===== src/rtl/wrs_pkg.sv =====
package wrs_pkg;
   typedef enum logic [1:0] {
      WS_IDLE = 2'b00,
      WS_DATA = 2'b01,
      WS_RESP = 2'b10
   } wrs_phase_e;

   localparam logic [1:0] BURST_HOLD = 2'b00;
   localparam logic [1:0] RESP_OKAY  = 2'b00;
endpackage


===== src/rtl/wrs_rst_sync.sv =====
module wrs_rst_sync #(
   parameter int STAGES = 2
) (
   input  logic clk,
   input  logic rst_n,
   output logic rst_sync_n
);
   logic [STAGES-1:0] chain_q;

   always_ff @(posedge clk or negedge rst_n) begin
      if (!rst_n) chain_q <= '0;
      else        chain_q <= {chain_q[STAGES-2:0], 1'b1};
   end

   assign rst_sync_n = chain_q[STAGES-1];
endmodule


===== src/rtl/wrs_beat_ctl.sv =====
module wrs_beat_ctl
   import wrs_pkg::*;
#(
   parameter int LEN_W = 8,
   parameter int IDX_W = 4
) (
   input  logic             clk,
   input  logic             rst_n,
   input  logic             aw_fire,
   input  logic [IDX_W-1:0] aw_idx,
   input  logic [LEN_W-1:0] aw_len,
   input  logic             aw_hold,
   input  logic             w_fire,
   input  logic             w_last,
   input  logic             b_fire,
   output wrs_phase_e       phase,
   output logic [IDX_W-1:0] cur_idx,
   output logic             proto_err
);
   wrs_phase_e       phase_q;
   logic [LEN_W-1:0] cnt_q, len_q;
   logic [IDX_W-1:0] idx_q;
   logic             hold_q, err_q;
   logic             final_beat;

   assign final_beat = (cnt_q == len_q);

   always_ff @(posedge clk or negedge rst_n) begin
      if (!rst_n) begin
         phase_q <= WS_IDLE;
         cnt_q   <= '0;
         len_q   <= '0;
         idx_q   <= '0;
         hold_q  <= 1'b0;
         err_q   <= 1'b0;
      end else begin
         err_q <= w_fire && (w_last != final_beat);
         unique case (phase_q)
            WS_IDLE: if (aw_fire) begin
               phase_q <= WS_DATA;
               cnt_q   <= '0;
               len_q   <= aw_len;
               idx_q   <= aw_idx;
               hold_q  <= aw_hold;
            end
            WS_DATA: if (w_fire) begin
               if (final_beat) begin
                  phase_q <= WS_RESP;
               end else begin
                  cnt_q <= cnt_q + 1'b1;
                  if (!hold_q) idx_q <= idx_q + 1'b1;
               end
            end
            WS_RESP: if (b_fire) phase_q <= WS_IDLE;
            default: phase_q <= WS_IDLE;
         endcase
      end
   end

   assign phase     = phase_q;
   assign cur_idx   = idx_q;
   assign proto_err = err_q;
endmodule


===== src/rtl/wrs_store.sv =====
module wrs_store #(
   parameter int DATA_W = 32,
   parameter int DEPTH  = 16,
   parameter int IDX_W  = 4
) (
   input  logic                clk,
   input  logic                rst_n,
   input  logic                we,
   input  logic [IDX_W-1:0]    wr_idx,
   input  logic [DATA_W-1:0]   wr_data,
   input  logic [DATA_W/8-1:0] wr_strb,
   input  logic [IDX_W-1:0]    rd_idx,
   output logic [DATA_W-1:0]   rd_data
);
   localparam int LANES = DATA_W / 8;

   for (genvar ln = 0; ln < LANES; ln++) begin : g_lane
      logic [7:0] lane_mem [DEPTH];

      always_ff @(posedge clk or negedge rst_n) begin
         if (!rst_n) begin
            for (int w = 0; w < DEPTH; w++) lane_mem[w] <= '0;
         end else if (we && wr_strb[ln]) begin
            lane_mem[wr_idx] <= wr_data[8*ln +: 8];
         end
      end

      assign rd_data[8*ln +: 8] = lane_mem[rd_idx];
   end
endmodule


===== src/rtl/wrs_wr_slave.sv =====
module wrs_wr_slave
   import wrs_pkg::*;
#(
   parameter int ADDR_W      = 12,
   parameter int DATA_W      = 32,
   parameter int ID_W        = 4,
   parameter int LEN_W       = 8,
   parameter int DEPTH       = 16,
   parameter int SYNC_STAGES = 2,
   localparam int STRB_W     = DATA_W / 8,
   localparam int OFF_W      = (STRB_W > 1) ? $clog2(STRB_W) : 0,
   localparam int IDX_W      = (DEPTH > 1) ? $clog2(DEPTH) : 1
) (
   input  logic              clk,
   input  logic              rst_n,
   input  logic              aw_valid,
   output logic              aw_ready,
   input  logic [ID_W-1:0]   aw_id,
   input  logic [ADDR_W-1:0] aw_addr,
   input  logic [LEN_W-1:0]  aw_len,
   input  logic [2:0]        aw_size,
   input  logic [1:0]        aw_burst,
   input  logic              aw_lock,
   input  logic [3:0]        aw_cache,
   input  logic [2:0]        aw_prot,
   input  logic [3:0]        aw_qos,
   input  logic              w_valid,
   output logic              w_ready,
   input  logic [DATA_W-1:0] w_data,
   input  logic [STRB_W-1:0] w_strb,
   input  logic              w_last,
   output logic              b_valid,
   input  logic              b_ready,
   output logic [ID_W-1:0]   b_id,
   output logic [1:0]        b_resp,
   output logic              proto_err,
   input  logic [IDX_W-1:0]  rd_idx,
   output logic [DATA_W-1:0] rd_data
);
   if (DATA_W < 8 || DATA_W % 8 != 0 || (STRB_W & (STRB_W - 1)) != 0) begin : g_bad_data
      $error("wrs_wr_slave: DATA_W must be 8 times a power of two");
   end
   if (DEPTH < 2 || (DEPTH & (DEPTH - 1)) != 0) begin : g_bad_depth
      $error("wrs_wr_slave: DEPTH must be a power of two of at least 2");
   end
   if (ADDR_W < OFF_W + IDX_W) begin : g_bad_addr
      $error("wrs_wr_slave: ADDR_W too narrow for DEPTH words");
   end
   if (SYNC_STAGES < 2) begin : g_bad_sync
      $error("wrs_wr_slave: SYNC_STAGES must be at least 2");
   end

   logic             rst_sync_n;
   wrs_phase_e       phase;
   logic [IDX_W-1:0] cur_idx;
   logic             aw_fire, w_fire, b_fire;
   logic [ID_W-1:0]  id_q;
   logic             unused_attrs;

   wrs_rst_sync #(.STAGES(SYNC_STAGES)) u_rst (
      .clk       (clk),
      .rst_n     (rst_n),
      .rst_sync_n(rst_sync_n)
   );

   assign aw_ready = rst_sync_n && (phase == WS_IDLE);
   assign w_ready  = (phase == WS_DATA);
   assign b_valid  = (phase == WS_RESP);
   assign aw_fire  = aw_valid && aw_ready;
   assign w_fire   = w_valid && w_ready;
   assign b_fire   = b_valid && b_ready;

   wrs_beat_ctl #(.LEN_W(LEN_W), .IDX_W(IDX_W)) u_ctl (
      .clk      (clk),
      .rst_n    (rst_sync_n),
      .aw_fire  (aw_fire),
      .aw_idx   (aw_addr[OFF_W +: IDX_W]),
      .aw_len   (aw_len),
      .aw_hold  (aw_burst == BURST_HOLD),
      .w_fire   (w_fire),
      .w_last   (w_last),
      .b_fire   (b_fire),
      .phase    (phase),
      .cur_idx  (cur_idx),
      .proto_err(proto_err)
   );

   wrs_store #(.DATA_W(DATA_W), .DEPTH(DEPTH), .IDX_W(IDX_W)) u_store (
      .clk    (clk),
      .rst_n  (rst_sync_n),
      .we     (w_fire),
      .wr_idx (cur_idx),
      .wr_data(w_data),
      .wr_strb(w_strb),
      .rd_idx (rd_idx),
      .rd_data(rd_data)
   );

   always_ff @(posedge clk or negedge rst_sync_n) begin
      if (!rst_sync_n)  id_q <= '0;
      else if (aw_fire) id_q <= aw_id;
   end

   assign b_id   = id_q;
   assign b_resp = RESP_OKAY;

   assign unused_attrs = ^{aw_size, aw_lock, aw_cache, aw_prot, aw_qos, aw_addr};
endmodule


===== config.mk =====
export PLATFORM = sky130hd
export DESIGN_NAME = wrs_wr_slave
export DESIGN_NICKNAME = d
export VERILOG_FILES = /design/src/rtl/wrs_pkg.sv /design/src/rtl/wrs_rst_sync.sv /design/src/rtl/wrs_beat_ctl.sv /design/src/rtl/wrs_store.sv /design/src/rtl/wrs_wr_slave.sv
export SDC_FILE = /design/constraint.sdc
export NUM_CORES = 1
export LEC_CHECK = 0
export ABC_CLOCK_PERIOD_IN_PS = 38800
export BUFFER_PORTS_ARGS = -buffer_cell sky130_fd_sc_hd__buf_2
export CORE_MARGIN = 8
export CORE_UTILIZATION = 60
export CTS_BUF_LIST = sky130_fd_sc_hd__clkbuf_8
export CTS_CLUSTER_SIZE = 12
export DETAILED_ROUTE_END_ITERATION = 8
export GPL_ROUTABILITY_DRIVEN = 0
export PLACE_DENSITY = 0.78
export SLEW_MARGIN = 20
export SYNTH_ARGS = -nofsm -noshare
export SYNTH_HDL_FRONTEND = slang
export SYNTH_SLANG_ARGS = --single-unit

===== constraint.sdc =====
create_clock -name clk -period 38.8 [get_ports clk]
set_input_delay 1.94 -clock clk [delete_from_list [all_inputs] [get_ports clk]]
set_output_delay 1.94 -clock clk [all_outputs]
set_load 0.03 [all_outputs]

# Word level (Yosys, flattened, before mapping)
# Cells that the tools add are included.
dict set report totals {
  out_inout_bits 42
  register_bits 542
  word_cells 138
}
dict set report op_classes {
  n_lt_le_gt_ge 3
  addsub 2
  bitwise 2
  n_reduce_logical 17
  muxes 32
  eq_ne 10
}
# cell count
set ops {}
lappend ops {{$bwmux 128} 4}
lappend ops {{$bmux 8 s4} 4}
lappend ops {{$mux 8} 12}
lappend ops {{$demux 8 s4} 1}
lappend ops {{$mux 4} 4}
lappend ops {{$pmux 8 s2} 1}
lappend ops {{$ge 5x5->1 const B} 2}
lappend ops {{$logic_and 1x1->1} 10}
lappend ops {{$not 4->5} 2}
lappend ops {{$add 8x1->8 const B} 1}
lappend ops {{$eq 8x8->1} 1}
lappend ops {{$mux 2} 4}
lappend ops {{$pmux 4 s2} 1}
lappend ops {{$reduce_and 4->1} 2}
lappend ops {{$ne 2x1->1 const B} 3}
lappend ops {{$ne 2x2->1 const B} 3}
lappend ops {{$pmux 2 s3} 1}
lappend ops {{$lt 5x1->1 const B} 1}
lappend ops {{$reduce_and 5->1} 1}
lappend ops {{$add 4x1->4 const B} 1}
lappend ops {{$logic_not 2->1} 2}
lappend ops {{$eq 2x1->1 const B} 1}
lappend ops {{$eq 2x2->1 const B} 1}
lappend ops {{$reduce_and 2->1} 1}
lappend ops {{other kinds (2)} 2}

# Longest topological paths before layout
dict set report depth {
  depth_word 6
  ltp_mapped 6
  ltp_nobuf 5
}

# By module
# Synthesis repeated with hierarchy kept, for this count alone.
dict set report unflattened {
  hier_cells 1589
  hier_area_um2 24801.3
}
# module area_each_um2 n_inst cells_per_inst
set modules_own_cells {}
lappend modules_own_cells {wrs_store 23184.7 1 1436}
lappend modules_own_cells {wrs_beat_ctl 1327.5 1 131}
lappend modules_own_cells {wrs_wr_slave 235.2 1 19}
lappend modules_own_cells {wrs_rst_sync 53.8 1 3}

# Least setup slack after synthesis
# OpenSTA, ideal clock, no wires.
dict set report synth_path {
  kind {flip-flop to output port}
  from {reg u_rst.chain_q[1]}
  to {out aw_ready}
  path_slack_ns 23.597
  arrival_ns 13.263
  stages_incl_launch_ff 2
  required_ns 36.860
  cell_sequence {dfrtp_1 and2_1}
}
dict set report synth_between {
  elab_chain_cells 1
}
# element line_no
set synth_rtl {}
lappend synth_rtl {{from (decl)} wrs_rst_sync.sv:8} ;# logic [STAGES-1:0] chain_q;
lappend synth_rtl {{from (signal assigned)} wrs_rst_sync.sv:12} ;# else chain_q <= {chain_q[STAGES-2:0], 1'b1};
lappend synth_rtl {{$logic_and 1x1->1} wrs_wr_slave.sv:66} ;# assign aw_ready = rst_sync_n && (phase == WS_IDLE);
lappend synth_rtl {{to (decl)} wrs_wr_slave.sv:17} ;# output logic aw_ready,
# Every way passes these cells.

# Final worst setup path
dict set report layout_path {
  from {in rd_idx[0]}
  to {out rd_data[23]}
}
dict set report layout_between {
  elab_chain_cells 4
}
# element line_no
set layout_rtl {}
lappend layout_rtl {{from (decl)} wrs_wr_slave.sv:37} ;# input logic [IDX_W-1:0] rd_idx,
lappend layout_rtl {{$not 4->5 (not written as such)} wrs_store.sv:28} ;# assign rd_data[8*ln +: 8] = lane_mem[rd_idx];
lappend layout_rtl {{$bmux 8 s4} wrs_store.sv:28}
lappend layout_rtl {{$mux 8 (not written as such) (2 in series)} wrs_store.sv:28}
lappend layout_rtl {{to (decl)} wrs_wr_slave.sv:38} ;# output logic [DATA_W-1:0] rd_data
# Every way passes these cells. The select of a mux whose other input is x is not followed.

==> flow_metrics.py <==
metrics = {
    "outcome": {
        "status": "complete, no violations",
    },
    "pwr": {
        "cellInternalPower_uw": 1360,
        "p_sw_uw": 555,
        "total_power_uw": 1910,
        "p_leak_uw": 0.0132,
        "irDropWorstVdd_v": 0.0000366,
        "clkPwrFrac_pct": 24.7,
        "switching_share_pct": 29.0,
        "p_per_area_nw_per_um2": 68.8,
        "pwr-share-comb_pct": 27.9,
        "p_seq_share_pct": 47.4,
    },
    "detailed_routing": {
        "wire_per_inst_um": 24.5,
        "via_per_inst": 6.21,
        "drtPass1Iterations": 5,
        "drtIter0Drc": 964,
        "via_count": 14000,
        "routed_wl_um": 55000,
        "drc": 0,
        "final_antenna_net_count": 0,
    },
    "setup_path": {
        "crit_path_frequent_cell": "buf_4",
        "crit_slowest_cell": "buf_4",
        "path_cells": "buf_6 -> buf_4 -> buf_4 -> mux4_4 -> mux4_2 -> buf_2",
        "path_class": "input pin to output pin",
        "startpoint": "rd_idx[0]",
        "r2r_start": "u_ctl.phase[0]",
        "crit_required_ns": 36.86,
        "arrival_ns": 5.50,
        "cp_max_fo": 50,
        "slowest_delay_ns": 0.80,
        "critPathCaptureType": "output pin",
        "rrSetupSlack_ns": 35.80,
        "crit_path_start_kind": "input pin",
    },
    "grt": {
        "overflow": 0,
        "grt_usage_pct": 22.9,
        "grt_pass1_wl_um": 88300,
        "antenna_found_initial": 2,
        "grt_pass1_vias": 15400,
        "grt_max_degree": 209,
    },
    "clock_network": {
        "clk_path_buf_depth": 3,
        "clock-sinks": 542,
        "postCtsResizedCells": 0,
        "ctsHoldBuffers": 0,
        "path_clk_slew_ns": 0.06,
        "cts-root-buf": "clkbuf_8",
        "post-cts-setup-buffer-count": 0,
        "cts_tree": "done",
        "htreeDepth": 3,
        "clkLatencyLatePin_ns": 0.64,
        "cts_buffers": 90,
    },
    "yosys": {
        "synth_area_leader_cell": "dfrtp_1",
        "synth.area.top_cells": "dfrtp_1 53%, mux2_2 21%, mux4_1 8.6%",
        "syn-cell-area_um2": 25400,
        "synth_top_area_share_pct": 53.3,
        "synth_enable_flop_cells": 0,
        "synth_top_cells_by_count": "542 x dfrtp_1, 485 x mux2_2, 83 x mux4_1",
        "synthFlopType": "dfrtp_1",
        "ys_seq_area_share_pct": 53.3,
        "ys_async_sr_fraction_pct": 100,
        "synth.most_common_cell": "dfrtp_1",
        "synth_seq_cells": 542,
        "synth_cells": 1530,
        "synthDistinctLibCells": 52,
        "synth.avg_cell_area_um2": 16.6,
        "synth_warnings": 0,
    },
    "job": {
        "maxCapViolCount": 0,
    },
    "place": {
        "placed_area_um2": 26100,
        "port_buffers": 103,
        "hpwl_um": 33400,
    },
    "cells_and_area": {
        "nets": 1740,
        "final_cell_area_um2": 27800,
        "fin_util_pct": 66.4,
        "layout-drive-gt1-share_pct": 50.6,
        "filler_cell_count": 2905,
        "area_delta_synth_final_pct": 9.35,
    },
    "timing": {
        "finalClockSkew_ns": 0.0171,
        "tightest_slew_ns": 0.949,
        "setup_violations": 0,
        "period_share_pct": 19.2,
        "rsz0062_at_grt": "no",
        "final.min_clock_period_ns": 7.44,
        "fmax_mhz": 134,
        "setup_tns_ns": 0,
        "hold_slack_ns": 0.358,
        "finalHoldViolations": 0,
        "relSlewSlack_pct": 36.7,
        "final_max_slew_viol_count": 0,
    },
    "worst_hold_path": {
        "hold_class": "register to asynchronous set/reset pin",
    },
    "floorplanning": {
        "die_x_um": 222,
        "core_um2": 41900,
        "initial_utilization_pct": 60.8,
        "dieHeight_um": 222,
        "die_area_um2": 49200,
        "io-pin-count": 129,
        "rows": 75,
    },
}
power by group through the flow:
stage	clock network, uW	registers [uW]	logic [uW]
after floorplan	0	886	438
after global placement	0	896	516
after detailed placement	0	915	538
after CTS	484	907	540
after global routing	512	936	575
final	473	908	534
cell usage in the layout, fill, tap and decap left out, types with 13 or more instances in the layout:
cell,count
nand2_1,57
inv_1,40
mux2_1,27
mux2_2,485
dfrtp_1,541
buf_2,101
nor2_4,40
mux4_2,75
clkbuf_8,111
nor2_1,14
nand2_2,13
mux4_1,83
path summary, 6_finish.rpt:
path / endpoint / cells past startpoint
min in group clk: u_rst.chain_q[1] / 0
hold reg to reg: b_id[2] / 0
setup / recovery: rd_data[23] / 6
setup reg to reg: u_store.g_lane[0].lane_mem[53] / 4
hold / removal: b_id[2] / 0
max in group asynchronous: u_store.g_lane[1].lane_mem[115] / 3
routing by layer:
layer | global-route usage [%] | vias to the layer above | part of all wire, %
met2 | 37.5 | 346 | 49
met1 | 31.0 | 7462 | 43
met5 | 0 | - | 0.020
met3 | 4.27 | 109 | 4.8
met4 | 7.33 | 2 | 2.6
li1 | - | 6043 | -
stage by stage:
step	cells	setup WS, ns
after CTS	2246	31.32
after global routing	2247	31.22
after detailed placement	2094	31.32
final	2248	31.36
after global placement	2094	31.32
after floorplan	1531	22.53
state kept, by name, summed over array words and instances (netlist names):
signal / cells
u_ctl.cnt_q: 8
u_rst.chain_q: 2
u_ctl.phase: 2
u_ctl.hold_q: 1
u_ctl.proto_err: 1
u_store.g_lane.lane_mem: 512
b_id: 4
u_ctl.cur_idx: 4
u_ctl.len_q: 8
cell type report:
cell class                 instances  area [um^2]  area share, %
antenna                            1         2.50        0.00900
clock buffer                     111         1530           5.49
clock inverter                    41          170          0.612
inverter                           6         22.5         0.0810
multi-input combinational        893        11200           40.2
sequential                       542        13600           48.8
tap                              539          674           2.43
timing repair buffer             115          654           2.35
worst max-delay path: cells and delay by family:
family   cells  cell delay [ns]
buf+inv      4             2.16
mux          2             1.24
cells by family after synthesis:
family	Yosys count	share of synthesized area, %
and+or+nand+nor	173	4.44
muxes	675	38.2
AOI/OAI and AO/OA	26	0.669
buffers and inverters	96	2.68
xor gates and xnor gates	11	0.379
adders and majority gates	5	0.246
DFF	542	53.3
other	2	0.0295
No activity file was read; power rests on OpenSTA's default activity.
